File: config.mk
export PLATFORM = sky130hd
export DESIGN_NAME = i2c_ptr_slave
export DESIGN_NICKNAME = d
export VERILOG_FILES = /design/src/rtl/i2cs_pkg.sv /design/src/rtl/i2cs_sync.sv /design/src/rtl/i2cs_cond.sv /design/src/rtl/i2cs_fsm.sv /design/src/rtl/i2c_ptr_slave.sv
export SDC_FILE = /design/constraint.sdc
export NUM_CORES = 1
export LEC_CHECK = 0
export ABC_AREA = 1
export BUFFER_PORTS_ARGS = -buffer_cell sky130_fd_sc_hd__buf_4
export CAP_MARGIN = 20
export CORE_MARGIN = 5
export CORE_UTILIZATION = 61
export CTS_BUF_LIST = sky130_fd_sc_hd__clkbuf_2 sky130_fd_sc_hd__clkbuf_4 sky130_fd_sc_hd__clkbuf_8
export DETAILED_ROUTE_END_ITERATION = 8
export PLACE_DENSITY_LB_ADDON = 0.05
export SLEW_MARGIN = 40
export SYNTH_ARGS = -nofsm -noshare
export SYNTH_HDL_FRONTEND = slang
export SYNTH_HIERARCHICAL = 1
export SYNTH_SLANG_ARGS = --single-unit
File: constraint.sdc
create_clock -name clk -period 1.7 [get_ports clk]
set_input_delay 0.17 -clock clk [delete_from_list [all_inputs] [get_ports clk]]
set_output_delay 0.17 -clock clk [all_outputs]
set_load 0.05 [all_outputs]
File: src/rtl/i2cs_pkg.sv
package i2cs_pkg;

    typedef enum logic [2:0] {
        ST_IDLE,
        ST_ADDR,
        ST_WR,
        ST_RD,
        ST_SKIP
    } i2cs_st_e;

    typedef struct packed {
        logic scl;
        logic sda;
    } i2cs_line_t;

    typedef struct packed {
        logic scl_rise;
        logic scl_fall;
        logic start;
        logic stop;
    } i2cs_evt_t;

    localparam int BYTE_W = 8;

    function automatic logic addr_hit(input logic [7:0] frame, input logic [6:0] own);
        return frame[7:1] == own;
    endfunction

endpackage

File: src/rtl/i2cs_sync.sv
module i2cs_sync
    import i2cs_pkg::*;
#(
    parameter int STAGES = 2
) (
    input  logic       clk,
    input  logic       rst,
    input  i2cs_line_t raw,
    output i2cs_line_t synced
);
    logic [1:0] pipe [STAGES];

    for (genvar g = 0; g < STAGES; g++) begin : g_stage
        if (g == 0) begin : g_first
            always_ff @(posedge clk) begin
                if (rst) pipe[g] <= 2'b11;
                else     pipe[g] <= {raw.scl, raw.sda};
            end
        end else begin : g_next
            always_ff @(posedge clk) begin
                if (rst) pipe[g] <= 2'b11;
                else     pipe[g] <= pipe[g-1];
            end
        end
    end

    assign synced.scl = pipe[STAGES-1][1];
    assign synced.sda = pipe[STAGES-1][0];
endmodule

File: src/rtl/i2cs_cond.sv
module i2cs_cond
    import i2cs_pkg::*;
(
    input  logic       clk,
    input  logic       rst,
    input  i2cs_line_t cur,
    output i2cs_evt_t  ev
);
    i2cs_line_t prev;

    always_ff @(posedge clk) begin
        if (rst) prev <= '{scl: 1'b1, sda: 1'b1};
        else     prev <= cur;
    end

    always_comb begin
        ev.scl_rise = cur.scl & ~prev.scl;
        ev.scl_fall = ~cur.scl & prev.scl;
        ev.start    = cur.scl & prev.scl & prev.sda & ~cur.sda;
        ev.stop     = cur.scl & prev.scl & ~prev.sda & cur.sda;
    end
endmodule

File: src/rtl/i2cs_fsm.sv
module i2cs_fsm
    import i2cs_pkg::*;
#(
    parameter logic [6:0] OWN_ADDR = 7'h48,
    parameter int         NREG     = 8,
    localparam int        IW       = $clog2(NREG)
) (
    input  logic          clk,
    input  logic          rst,
    input  i2cs_evt_t     ev,
    input  logic          sda,
    input  logic [7:0]    rd_data,
    output logic          sda_oe,
    output logic          wr_en,
    output logic [IW-1:0] wr_idx,
    output logic [7:0]    wr_data,
    output logic [IW-1:0] reg_sel,
    output i2cs_st_e      st
);
    localparam logic [7:0] NREG_B = 8'(NREG);

    logic [3:0] bitcnt;
    logic [7:0] shreg;
    logic [7:0] tx;
    logic [7:0] ptr;
    logic [1:0] nbyte;
    logic       rnw;
    logic [7:0] rd_eff;

    assign reg_sel = ptr[IW-1:0];
    assign rd_eff  = (ptr < NREG_B) ? rd_data : 8'h00;

    always_ff @(posedge clk) begin
        if (rst) begin
            st      <= ST_IDLE;
            bitcnt  <= '0;
            shreg   <= '0;
            tx      <= '0;
            ptr     <= '0;
            nbyte   <= '0;
            rnw     <= 1'b0;
            sda_oe  <= 1'b0;
            wr_en   <= 1'b0;
            wr_idx  <= '0;
            wr_data <= '0;
        end else begin
            wr_en <= 1'b0;
            if (ev.start) begin
                st     <= ST_ADDR;
                bitcnt <= '0;
                nbyte  <= '0;
                sda_oe <= 1'b0;
            end else if (ev.stop) begin
                st     <= ST_IDLE;
                sda_oe <= 1'b0;
            end else if (st == ST_ADDR || st == ST_WR || st == ST_RD) begin
                if (ev.scl_rise) begin
                    if (bitcnt != 4'd9) bitcnt <= bitcnt + 4'd1;
                    if (bitcnt < 4'd8)  shreg  <= {shreg[6:0], sda};
                    if (bitcnt == 4'd8 && st == ST_RD) st <= ST_SKIP;
                end else if (ev.scl_fall) begin
                    if (bitcnt == 4'd8) begin
                        case (st)
                            ST_ADDR: begin
                                if (addr_hit(shreg, OWN_ADDR)) begin
                                    sda_oe <= 1'b1;
                                    rnw    <= shreg[0];
                                end else begin
                                    st <= ST_SKIP;
                                end
                            end
                            ST_WR: begin
                                if (nbyte == 2'd0) begin
                                    ptr    <= shreg;
                                    sda_oe <= 1'b1;
                                end else if (nbyte == 2'd1) begin
                                    sda_oe  <= 1'b1;
                                    wr_en   <= (ptr < NREG_B);
                                    wr_idx  <= ptr[IW-1:0];
                                    wr_data <= shreg;
                                end else begin
                                    sda_oe <= 1'b0;
                                end
                                if (nbyte != 2'd2) nbyte <= nbyte + 2'd1;
                            end
                            default: sda_oe <= 1'b0;
                        endcase
                    end else if (bitcnt == 4'd9) begin
                        bitcnt <= '0;
                        sda_oe <= 1'b0;
                        if (st == ST_ADDR) begin
                            if (rnw) begin
                                st     <= ST_RD;
                                tx     <= rd_eff;
                                sda_oe <= ~rd_eff[7];
                            end else begin
                                st <= ST_WR;
                            end
                        end
                    end else if (st == ST_RD && bitcnt != 4'd0) begin
                        sda_oe <= ~tx[3'(4'd7 - bitcnt)];
                    end
                end
            end
        end
    end
endmodule

File: src/rtl/i2c_ptr_slave.sv
module i2c_ptr_slave
    import i2cs_pkg::*;
#(
    parameter logic [6:0] OWN_ADDR = 7'h48,
    parameter int         NREG     = 8,
    parameter int         SYNC_N   = 2,
    localparam int        IW       = $clog2(NREG)
) (
    input  logic          clk,
    input  logic          rst,
    input  logic          scl_i,
    input  logic          sda_i,
    output logic          sda_oe,
    output logic          wr_en,
    output logic [IW-1:0] wr_idx,
    output logic [7:0]    wr_data,
    output logic [IW-1:0] reg_sel,
    input  logic [7:0]    rd_data
);
    i2cs_line_t raw_l;
    i2cs_line_t sync_l;
    i2cs_evt_t  ev;
    i2cs_st_e   fsm_st;

    assign raw_l.scl = scl_i;
    assign raw_l.sda = sda_i;

    i2cs_sync #(.STAGES(SYNC_N)) u_sync (
        .clk(clk), .rst(rst), .raw(raw_l), .synced(sync_l)
    );

    i2cs_cond u_cond (
        .clk(clk), .rst(rst), .cur(sync_l), .ev(ev)
    );

    i2cs_fsm #(.OWN_ADDR(OWN_ADDR), .NREG(NREG)) u_fsm (
        .clk(clk), .rst(rst), .ev(ev), .sda(sync_l.sda), .rd_data(rd_data),
        .sda_oe(sda_oe), .wr_en(wr_en), .wr_idx(wr_idx), .wr_data(wr_data),
        .reg_sel(reg_sel), .st(fsm_st)
    );
endmodule

==> results.sh, run 1 <==
export IMPL_layout_nets=448
export IMPL_critPathKind="register to register"
export IMPL_place_area_sq_um=2973
export IMPL_p_clk_share_pct=34.0
export IMPL_synth_adder_area_share_pct=2.844
export IMPL_endpoint_kind="register"
export IMPL_clkTransAtPathRegs_ns=0.10
export IMPL_track_usage_pct=20.45
export IMPL_cpMaxStageDelayCell="dfxtp_2"
export IMPL_hold_violations=0
export IMPL_synth_area_sq_um=2640
export IMPL_seqPwrFrac_pct=59.5
export IMPL_rows=24
export IMPL_cts_sinks=53
export IMPL_synth_top_cell_area_share_pct=40.19
export IMPL_cp_required_ns=1.94
export IMPL_period_share_pct=96.76
export IMPL_synth_flop_cell="dfxtp_1"
export IMPL_die_width_um=75.79
export IMPL_clock_fmax_ghz=0.6079
export IMPL_synth_compound_area_share_pct=18.58
export IMPL_cts_max_path_buffers=2
export IMPL_status="completed"
export IMPL_fp_dieH_um=75.79
export IMPL_path_cells="buf_4 -> nand2_1 -> nor2_2 -> nor2_4 -> inv_4 -> nor4_4 -> nand2_4 -> buf_12 -> buf_4 -> a21oi_2"
export IMPL_ys_ff_latch=53
export IMPL_antennaDiodeCount=0
export IMPL_cts_buffers=5
export IMPL_grt_pass1_vias=2067
export IMPL_ant_nets=0
export IMPL_worstPathMaxFanout=7
export IMPL_worstHoldPathType="primary input to register"
export IMPL_crit_path_start_kind="register"
export IMPL_grt_overflow_total=0
export IMPL_final_cell_area_sq_um=3268
export IMPL_drive_gt1_share_pct=24.13
export IMPL_crit_top_cell="buf_4"
export IMPL_synth_warnings=6
export IMPL_syn_to_final_growth_pct=23.79
export IMPL_hpwlAfterDp_mm=4.223
export IMPL_seq_area_frac_synth_pct=40.19
export IMPL_ir_drop_v=0.0006037
export IMPL_synthMuxAreaShare_pct=0
export IMPL_async_flop_share_pct=0
export IMPL_synth_cell_types=32
export IMPL_synth_edff_count=0
export IMPL_routabilityCongestion=0.9313
export IMPL_synth_area_top_cells="dfxtp_1, inv_1, a21oi_1"
export IMPL_numPortBuffers=27
export IMPL_via_per_inst=5.222
export IMPL_fin_crit_ns=1.645
export IMPL_p_switching_mw=0.5029
export IMPL_yosysMostFrequentCell="inv_1"
export IMPL_p_leak_nw=1.462
export IMPL_fin_tns_setup_ns=0
export IMPL_cp_data_arrival_time_ns=1.89
export IMPL_core_area_sq_um=4264
export IMPL_power_density_nw_per_um2=643.7
export IMPL_slew_viol_final=0
export IMPL_cts_max_level=2
export IMPL_synth_nets=396
export IMPL_synth_area_per_cell_sq_um=6.984
export IMPL_switching_share_pct=23.90
export IMPL_setup_viol=0
export IMPL_antenna_found_initial=0
export IMPL_synthXorXnorAreaFrac_pct=0.9953
export IMPL_ys_top_cells_by_count="inv_1, dfxtp_1, nor2_1"
export IMPL_instances_no_fill=483
export IMPL_yosys_area_share_simple_pct=23.89
export IMPL_drt_total_wl_mm=5.908
export IMPL_root_buffer="clkbuf_8"
export IMPL_drc=0
export IMPL_synth_top_family_by_area="simple AND/OR/NAND/NOR gates"
export IMPL_placedCellCount=463
export IMPL_slowest_delay_ns=0.33
export IMPL_cts_hold_buf=0
export IMPL_yosysTopAreaCell="dfxtp_1"
export IMPL_syn_inst=378
export IMPL_start_util_pct=61.91
export IMPL_power_frac_comb_pct=6.6
export IMPL_grt_pass1_wl_mm=9.094
export IMPL_wl_per_cell_um=12.23
export IMPL_maxCapViolations=0
export IMPL_vias=2522
export IMPL_maxSlewHeadroom_pct=74.19
export IMPL_skew_ns=0.006436
export IMPL_drtIter0Drc=151
export IMPL_grt_start_max_net_pins=38
export IMPL_drtPass1Iterations=4
export IMPL_tightest_slew_ns=0.3861
export IMPL_clock_latency_ns=0.30
export IMPL_intPower_mw=1.601
export IMPL_ios=28
export IMPL_dieArea_sq_um=5743
export IMPL_cts_tree="built"
-- final cells by class --
class                           count  area [sq um]
Clock inverter                      3         21.27
Tap cell                           52         65.06
Clock buffer                        5         68.82
Fill cell                         346         996.0
Multi-Input combinational cell    242          1321
Sequential cell                    53          1066
Inverter                           72         276.5
Timing Repair Buffer               56         449.2
-- metal layers --
| layer | part of all wire (%) | wire [um] | vias to the layer above | track usage (%) |
|---|---|---|---|---|
| met5 | 0 | 0 | - | 0 |
| met4 | 1.8 | 104 | 0 | 7.184 |
| met3 | 7.0 | 413 | 10 | 3.826 |
| met2 | 46 | 2702 | 85 | 30.99 |
| met1 | 45 | 2688 | 1118 | 28.94 |
| li1 | - | - | 1309 | - |
-- power groups by stage --
| stage | Sequential [mW] | Clock (mW) | Combinational, mW |
|---|---|---|---|
| after floorplan | 1.28 | 0 | 0.0774 |
| after global placement | 1.28 | 0 | 0.121 |
| after detailed placement | 1.28 | 0 | 0.122 |
| after CTS | 1.25 | 0.733 | 0.123 |
| after global routing | 1.25 | 0.796 | 0.155 |
| final | 1.25 | 0.715 | 0.138 |
-- worst max-delay path, delay by kind of cell (launching register included) --
| kind | cells | cell delay (ns) |
|---|---|---|
| AO/OA/AOI/OAI | 1 | 0.13 |
| buffers and inverters | 4 | 0.46 |
| flip-flops | 1 | 0.33 |
| AND/OR/NAND/NOR | 5 | 0.66 |
-- registers in the layout, summed over array words and instances (netlist names) --
signal	flops
u_fsm/shreg	8
u_fsm/st	3
u_fsm/wr_en	1
u_fsm/sda_oe	1
u_fsm/nbyte	2
u_fsm/ptr	8
u_fsm/wr_data	8
u_cond/prev	2
u_fsm/wr_idx	3
u_fsm/rnw	1
u_fsm/bitcnt	4
u_sync/pipe	4
u_fsm/tx	8
-- worst paths after layout --
path | depth (start not counted) | slack, ns | start | end
worst max-delay path | 10 | 0.05 | u_cond/prev[0] | u_fsm/ptr[4]
worst min-delay path | 3 | 0.04 | sda_i | u_sync/pipe[0][0]
worst max register to register | 10 | 0.05 | u_cond/prev[0] | u_fsm/ptr[4]
worst min register to register | 2 | 0.42 | u_sync/pipe[0][0] | u_sync/pipe[1][0]
-- cell usage in the layout, fill, tap and decap left out, types with 2 or more instances in the layout --
cell,instances
nand3_4,4
buf_4,53
ha_1,5
o21ai_2,5
nand3_1,16
clkinv_2,2
nand2_2,4
inv_1,64
nor2_4,2
nand4_1,6
nor2_1,51
buf_12,2
o21ai_1,24
o21ai_0,18
dfxtp_2,4
clkbuf_8,5
inv_4,2
a21oi_2,4
inv_2,5
nor3_1,2
xor2_1,3
dfxtp_1,49
nor2_2,5
nand2_1,45
a21oi_1,39
o211ai_1,2
-- logic make-up after synthesis --
group / count (synthesis)
compound gates: 94
xor+xnor: 3
fa+ha+maj: 6
buf+inv: 84
flops: 53
simple gates: 138
-- through the flow --
step           setup slack, ns  utilization [%]  power, mW  hold slack (ns)
2_1_floorplan           0.1697                -      1.356           0.2618
3_3_place_gp           0.09559            69.72      1.399           0.3471
3_5_place_dp           0.01258            69.72      1.401           0.3507
4_1_cts               0.003412            71.83      2.106          0.03131
5_1_grt               -0.05239            76.64      2.202          0.03299
6_report               0.05500            76.64      2.104          0.03758
-- repair_timing --
item | CTS | global route
setup endpoints to repair | 0 | 26
gates resized for setup | 0 | 34
setup buffers | 0 | 12
(Power assumes the default switching activity.)
==> inputs of run 2 (changes only) <==
--- a/config.mk
+++ b/config.mk
@@ -5,16 +5,17 @@
 export SDC_FILE = /design/constraint.sdc
 export NUM_CORES = 1
 export LEC_CHECK = 0
-export ABC_AREA = 1
 export BUFFER_PORTS_ARGS = -buffer_cell sky130_fd_sc_hd__buf_4
 export CAP_MARGIN = 20
 export CORE_MARGIN = 5
-export CORE_UTILIZATION = 61
+export CORE_UTILIZATION = 60
 export CTS_BUF_LIST = sky130_fd_sc_hd__clkbuf_2 sky130_fd_sc_hd__clkbuf_4 sky130_fd_sc_hd__clkbuf_8
 export DETAILED_ROUTE_END_ITERATION = 8
 export PLACE_DENSITY_LB_ADDON = 0.05
+export SKIP_LAST_GASP = 1
 export SLEW_MARGIN = 40
 export SYNTH_ARGS = -nofsm -noshare
 export SYNTH_HDL_FRONTEND = slang
 export SYNTH_HIERARCHICAL = 1
 export SYNTH_SLANG_ARGS = --single-unit
+export TNS_END_PERCENT = 50
==> run 2 against run 1 <==
The flow now finishes with violations (negative setup slack). Synthesized area is 3.9% lower. Combinational power is 48% higher. Clock skew is 0.0051 ns higher. Count of clock-buffer cells in the layout is 1 higher. Global-route usage is 3.3 points higher. Core utilization is 9.4 points higher. Via count is 5.2% lower.
==> results.sh, run 2 <==
export IMPL_via_per_inst=6.208
export IMPL_power_density_nw_per_um2=675.9
export IMPL_nFillCells=214
export IMPL_hold_depth=2
export IMPL_synth_cell_types=54
export IMPL_grt_pass1_vias=2259
export IMPL_path_cells="nor2b_4 -> nand2b_4 -> buf_6 -> nor4_4 -> buf_4 -> buf_12 -> buf_6 -> nand3_4 -> buf_12 -> nand2_1 -> a21oi_1"
export IMPL_slew_viol_final=0
export IMPL_ant_nets=0
export IMPL_synth_adder_area_share_pct=2.959
export IMPL_final_common_cell="buf_4"
export IMPL_drtPass1Iterations=7
export IMPL_worstPathMaxFanout=8
export IMPL_p_total_mw=2.361
export IMPL_rows=23
export IMPL_path_delay_family="buffers and inverters"
export IMPL_synth_top_cell_area_share_pct=41.81
export IMPL_critPathKind="register to register"
export IMPL_clock_fmax_ghz=0.5580
export IMPL_core_area_sq_um=4058
export IMPL_drive_gt1_share_pct=40.90
export IMPL_layout_nets=352
export IMPL_vias=2390
export IMPL_synthMuxAreaShare_pct=14.74
export IMPL_syn_to_final_growth_pct=37.67
export IMPL_antenna_found_initial=0
export IMPL_ys_top_cells_by_count="dfxtp_1, nor2_1, mux2i_1"
export IMPL_rsz0062_at_grt="true"
export IMPL_grt_start_max_net_pins=34
export IMPL_ir_drop_v=0.0007298
export IMPL_slowest_delay_ns=0.38
export IMPL_yosysMostFrequentCell="dfxtp_1"
export IMPL_routabilityCongestion=0.9489
export IMPL_worstHoldPathType="primary input to register"
export IMPL_ys_ff_latch=53
export IMPL_status="finished with violations"
export IMPL_cpMaxStageDelayCell="dfxtp_4"
export IMPL_final_cell_area_sq_um=3493
export IMPL_yosys_area_share_simple_pct=25.35
export IMPL_synth_edff_count=0
export IMPL_drtIter0Drc=243
export IMPL_r2r_slack_ns=-0.09
export IMPL_placedCellCount=367
export IMPL_finalWorstSetupSlack_ns=-0.09219
export IMPL_synth_area_per_cell_sq_um=9.503
export IMPL_track_usage_pct=23.72
export IMPL_cts_max_level=2
export IMPL_numPortBuffers=27
export IMPL_syn_inst=267
export IMPL_clkTransAtPathRegs_ns=0.10
export IMPL_dieArea_sq_um=5630
export IMPL_final_cell_mix="buf_4, dfxtp_1, nor2_1, mux2i_1, nand2_1"
export IMPL_synth_compound_area_share_pct=9.566
export IMPL_synth_area_top_cells="dfxtp_1, mux2i_1, nor2_1"
export IMPL_synthXorXnorAreaFrac_pct=0.3452
export IMPL_synth_warnings=6
export IMPL_crit_path_start_kind="register"
export IMPL_fp_dieH_um=75.03
export IMPL_synth_top_family_by_area="simple AND/OR/NAND/NOR gates"
export IMPL_p_leak_nw=1.533
export IMPL_async_flop_share_pct=0
export IMPL_antennaDiodeCount=0
export IMPL_cts_max_path_buffers=2
export IMPL_setup_viol=27
export IMPL_grt_overflow_total=0
export IMPL_cp_required_ns=1.90
export IMPL_synth_nets=285
export IMPL_violations="negative setup slack"
export IMPL_cts_tree="built"
export IMPL_tightest_slew_ns=0.4357
export IMPL_reg2reg_depth=11
export IMPL_grt_pass1_wl_mm=10.07
export IMPL_ios=28
export IMPL_drc=0
export IMPL_skew_ns=0.01158
export IMPL_r2r_start="u_cond/prev[1]"
export IMPL_r2r_end="u_fsm/tx[4]"
export IMPL_place_area_sq_um=3025
export IMPL_instances_no_fill=385
export IMPL_seq_area_frac_synth_pct=41.81
export IMPL_synth_flop_cell="dfxtp_1"
export IMPL_holdPathEnd="u_sync/pipe[0][0]"
export IMPL_hpwlAfterDp_mm=4.179
export IMPL_fin_crit_ns=1.792
export IMPL_cp_num_cells=11
export IMPL_clock_latency_ns=0.32
export IMPL_cts_buffers=5
export IMPL_crit_buf_inv=5
export IMPL_maxCapViolations=0
export IMPL_start_util_pct=62.53
export IMPL_root_buffer="clkbuf_8"
export IMPL_hold_violations=0
export IMPL_drt_total_wl_mm=7.375
export IMPL_wl_per_cell_um=19.16
export IMPL_synth_area_sq_um=2537
export IMPL_cts_sinks=53
export IMPL_worstHoldStart="sda_i"
export IMPL_die_width_um=75.03
export IMPL_maxSlewHeadroom_pct=70.83
export IMPL_cp_data_arrival_time_ns=1.99
export IMPL_yosysTopAreaCell="dfxtp_1"
export IMPL_period_share_pct=105.4
export IMPL_endpoint_kind="register"
## run 2: logic make-up after synthesis
kind of cell / Yosys count
AND/OR/NAND/NOR: 115
flip-flops: 53
multiplexers: 36
AO/OA/AOI/OAI: 32
buffers and inverters: 24
adder cells (fa/ha/maj): 6
XOR/XNOR: 1
## run 2: timing repair
| item | CTS | global route |
|---|---|---|
| gates resized for setup | 22 | 42 |
| gates cloned | 2 | 0 |
| buffers inserted | 2 | 6 |
| setup endpoints to repair | 37 | 38 |
| pin swaps | 7 | 21 |
| endpoints found under the hold margin | 0 | 0 |
| hold buffers | 0 | 0 |
## run 2: worst max path at each step
| stage | from | endpoint |
|---|---|---|
| after floorplan | u_fsm/bitcnt[1] | u_fsm/bitcnt[1] |
| after global placement | u_fsm/bitcnt[2] | u_fsm/st[0] |
| after detailed placement | u_cond/prev[1] | u_fsm/wr_data[7] |
| after CTS | u_cond/prev[1] | u_fsm/st[0] |
| after global routing | u_cond/prev[1] | u_fsm/tx[5] |
| final | u_cond/prev[1] | u_fsm/tx[4] |
## run 2: power by group
part	switching, mW	internal (mW)
clock	0.440	0.459
combinational	0.112	0.0927
sequential	0.0123	1.25
## run 2: per-layer routing
metal  GRT usage [%]  vias to the layer above  part of all wire [%]
li1                -                     1077                     -
met1           28.94                     1154                    40
met2           39.46                      131                    50
met3           6.142                       28                   7.0
met4           10.28                        0                   2.9
met5               0                        -                     0
## run 2: stage by stage
step                      setup slack, ns  setup TNS, ns  utilization, %  hold slack (ns)
after CTS                        -0.05028        -0.1705           80.42          0.02752
after global routing              -0.1846         -4.249           86.09          0.03556
final                            -0.09219         -1.084           86.09          0.03525
after global placement            -0.1662         -2.615           74.56           0.3517
after floorplan                   -0.1593        -0.5123               -           0.2671
after detailed placement          -0.2636         -5.681           74.56           0.3528
## run 2: worst reg2reg max path, delay by kind of cell, from the launching register on
| family | cells | cell delay [ns] |
|---|---|---|
| buffers and inverters | 5 | 0.68 |
| and+or+nand+nor | 5 | 0.55 |
| DFF | 1 | 0.38 |
| AOI/OAI and AO/OA | 1 | 0.06 |
## run 2: cell type report
cell class,count,area [sq um],area share (%)
clock inverters,2,38.79,1.110
flip-flops and latches,53,1081,30.95
clock buffers,6,76.32,2.185
well taps,50,62.56,1.791
multi-input cells,191,1588,45.45
repair buffers,75,614.3,17.59
inverters,8,32.53,0.9312
==> inputs of run 3 (changes only) <==
==> constraint.sdc (replaced) <==
create_clock -name clk -period 1.7 [get_ports clk]
set_input_delay 0.34 -clock clk [delete_from_list [all_inputs] [get_ports clk]]
set_output_delay 0.34 -clock clk [all_outputs]
set_load 0.05 [all_outputs]
==> run 3 against run 2 <==
The run still ends with negative setup slack left. Worst hold slack gained 0.17 ns. Cell count shrank 1.3%. Total power down 1.7%. Global-route usage is 1.9 points lower. Maximum frequency up 0.29%. Register-to-register slack barely moved. Setup slack improved by 0.0052 ns. Sequential cell count did not move. Clock skew down 0.0060 ns. Non-clock buffer count down 4.
==> results.sh, run 3 (synthesized netlist as in run 2, its figures left out) <==
export IMPL_status="finished with violations"
export IMPL_violations="negative setup slack"
export IMPL_hpwlAfterDp_mm=4.022
export IMPL_seqCellArea_sq_um=1080
export IMPL_cp_data_arrival_time_ns=1.99
export IMPL_core_area_sq_um=4058
export IMPL_cts_buffers=5
export IMPL_p_leak_nw=1.495
export IMPL_p_total_mw=2.321
export IMPL_root_buffer="clkbuf_8"
export IMPL_drive_gt1_share_pct=32.73
export IMPL_crit_path_start_kind="register"
export IMPL_ant_nets=0
export IMPL_wl_per_cell_um=15.82
export IMPL_path_cells="buf_4 -> inv_1 -> ha_1 -> and3b_2 -> and3_1 -> nand3_1 -> mux2i_1 -> nor2_1"
export IMPL_grt_overflow_total=0
export IMPL_start_util_pct=62.53
export IMPL_cpMaxStageDelayCell="dfxtp_4"
export IMPL_cts_max_path_buffers=2
export IMPL_rsz0062_at_grt="true"
export IMPL_cp_required_ns=1.90
export IMPL_dp_slack_ns=-0.2679
export IMPL_drc=0
export IMPL_cts_hold_buf=0
export IMPL_period_share_pct=105.1
export IMPL_cts_max_level=2
export IMPL_finalWorstSetupSlack_ns=-0.08702
export IMPL_clkTransAtPathRegs_ns=0.10
export IMPL_cts_sinks=53
export IMPL_cts_tree="built"
export IMPL_routabilityCongestion=0.9133
export IMPL_setup_viol=6
export IMPL_skew_ns=0.005542
export IMPL_endpoint_kind="register"
export IMPL_drtIter0Drc=193
export IMPL_clock_latency_ns=0.31
export IMPL_critPathKind="register to register"
export IMPL_via_per_inst=5.705
export IMPL_vias=2168
export IMPL_clock_fmax_ghz=0.5596
export IMPL_hold_violations=0
export IMPL_nFillCells=285
export IMPL_antenna_found_initial=0
export IMPL_layout_nets=347
export IMPL_syn_to_final_growth_pct=28.75
export IMPL_multi_input_area_sq_um=1429
export IMPL_worstPathMaxFanout=6
export IMPL_ir_drop_v=0.0006031
export IMPL_drt_total_wl_mm=6.010
export IMPL_fp_dieH_um=75.03
export IMPL_ios=28
export IMPL_power_density_nw_per_um2=710.6
export IMPL_track_usage_pct=21.82
export IMPL_drtPass1Iterations=4
export IMPL_worstHoldPathType="primary input to register"
export IMPL_maxCapViolations=0
export IMPL_grt_pass1_wl_mm=9.349
export IMPL_maxSlewHeadroom_pct=70.79
export IMPL_path_delay_family="simple AND/OR/NAND/NOR gates"
export IMPL_slew_viol_final=0
export IMPL_dieArea_sq_um=5630
export IMPL_fin_crit_ns=1.787
export IMPL_tightest_slew_ns=0.4348
export IMPL_numPortBuffers=27
export IMPL_final_common_cell="buf_4"
export IMPL_die_width_um=75.03
export IMPL_grt_pass1_vias=2047
export IMPL_rows=23
export IMPL_antennaDiodeCount=0
export IMPL_crit_buf_inv=2
export IMPL_grt_start_max_net_pins=29
export IMPL_final_cell_mix="buf_4, dfxtp_1, nor2_1, mux2i_1"
export IMPL_slowest_delay_ns=0.40
-- run 3: changes by cell type in the layout (fill, tap and decap cells not counted), moves of 5 or more --
cell / before / now
a21oi_2: 5 / 0
nand3_1: 8 / 15
nand2_4: 6 / 1
nand2_1: 10 / 15
a21oi_1: 7 / 12
nand3_2: 6 / 0
-- run 3: power by group --
group / internal [mW] / switching (mW) / leakage (nW) / total (mW)
logic: 0.0859 / 0.0981 / 1.01 / 0.184
clock network: 0.458 / 0.421 / 0.0588 / 0.879
registers: 1.25 / 0.0128 / 0.431 / 1.26
total: 1.79 / 0.532 / 1.49 / 2.32
-- run 3: area by class of cell --
class / count / area share (%)
Clock inverter: 2 / 1.187
Clock buffer: 6 / 2.336
Multi-Input combinational cell: 190 / 43.74
Timing Repair Buffer: 71 / 16.78
Tap cell: 50 / 1.915
Sequential cell: 53 / 33.05
Inverter: 8 / 0.9958
-- run 3: worst paths after layout --
| path | from | to | slack (ns) | cells after the start |
|---|---|---|---|---|
| min | sda_i | u_sync/pipe[0][0] | 0.20 | 2 |
| max reg2reg | u_fsm/bitcnt[0] | u_fsm/rnw | -0.09 | 8 |
| min reg2reg | u_sync/pipe[0][1] | u_sync/pipe[1][1] | 0.41 | 1 |
| max | u_fsm/bitcnt[0] | u_fsm/rnw | -0.09 | 8 |
-- run 3: layer usage --
metal  share of wire (%)  vias up  global-route usage (%)
met2                  47       78                   37.04
met1                  43     1011                   26.53
met3                 8.1       19                   4.139
met4                 2.4        0                   10.28
met5                   0        -                       0
li1                    -     1060                       -
-- run 3: timing repair --
item	4_1_cts	5_1_grt
resized for setup	12	13
setup buffers	1	6
pin swaps	4	10
setup endpoints to repair	33	35
-- run 3: metrics by stage --
| step | area, sq um | util [%] | hold slack (ns) | std cells | TNS (ns) |
|---|---|---|---|---|---|
| final | 3267 | 80.51 | 0.2045 | 380 | -0.2723 |
| after global routing | 3267 | 80.51 | 0.2161 | 380 | -1.890 |
| after CTS | 3171 | 78.14 | 0.1898 | 374 | -0.1604 |
| after detailed placement | 3010 | 74.19 | 0.3905 | 365 | -4.044 |
| after global placement | 3010 | 74.19 | 0.3861 | 365 | -2.250 |
| after floorplan | 2570 | - | 0.3832 | 267 | -0.5123 |
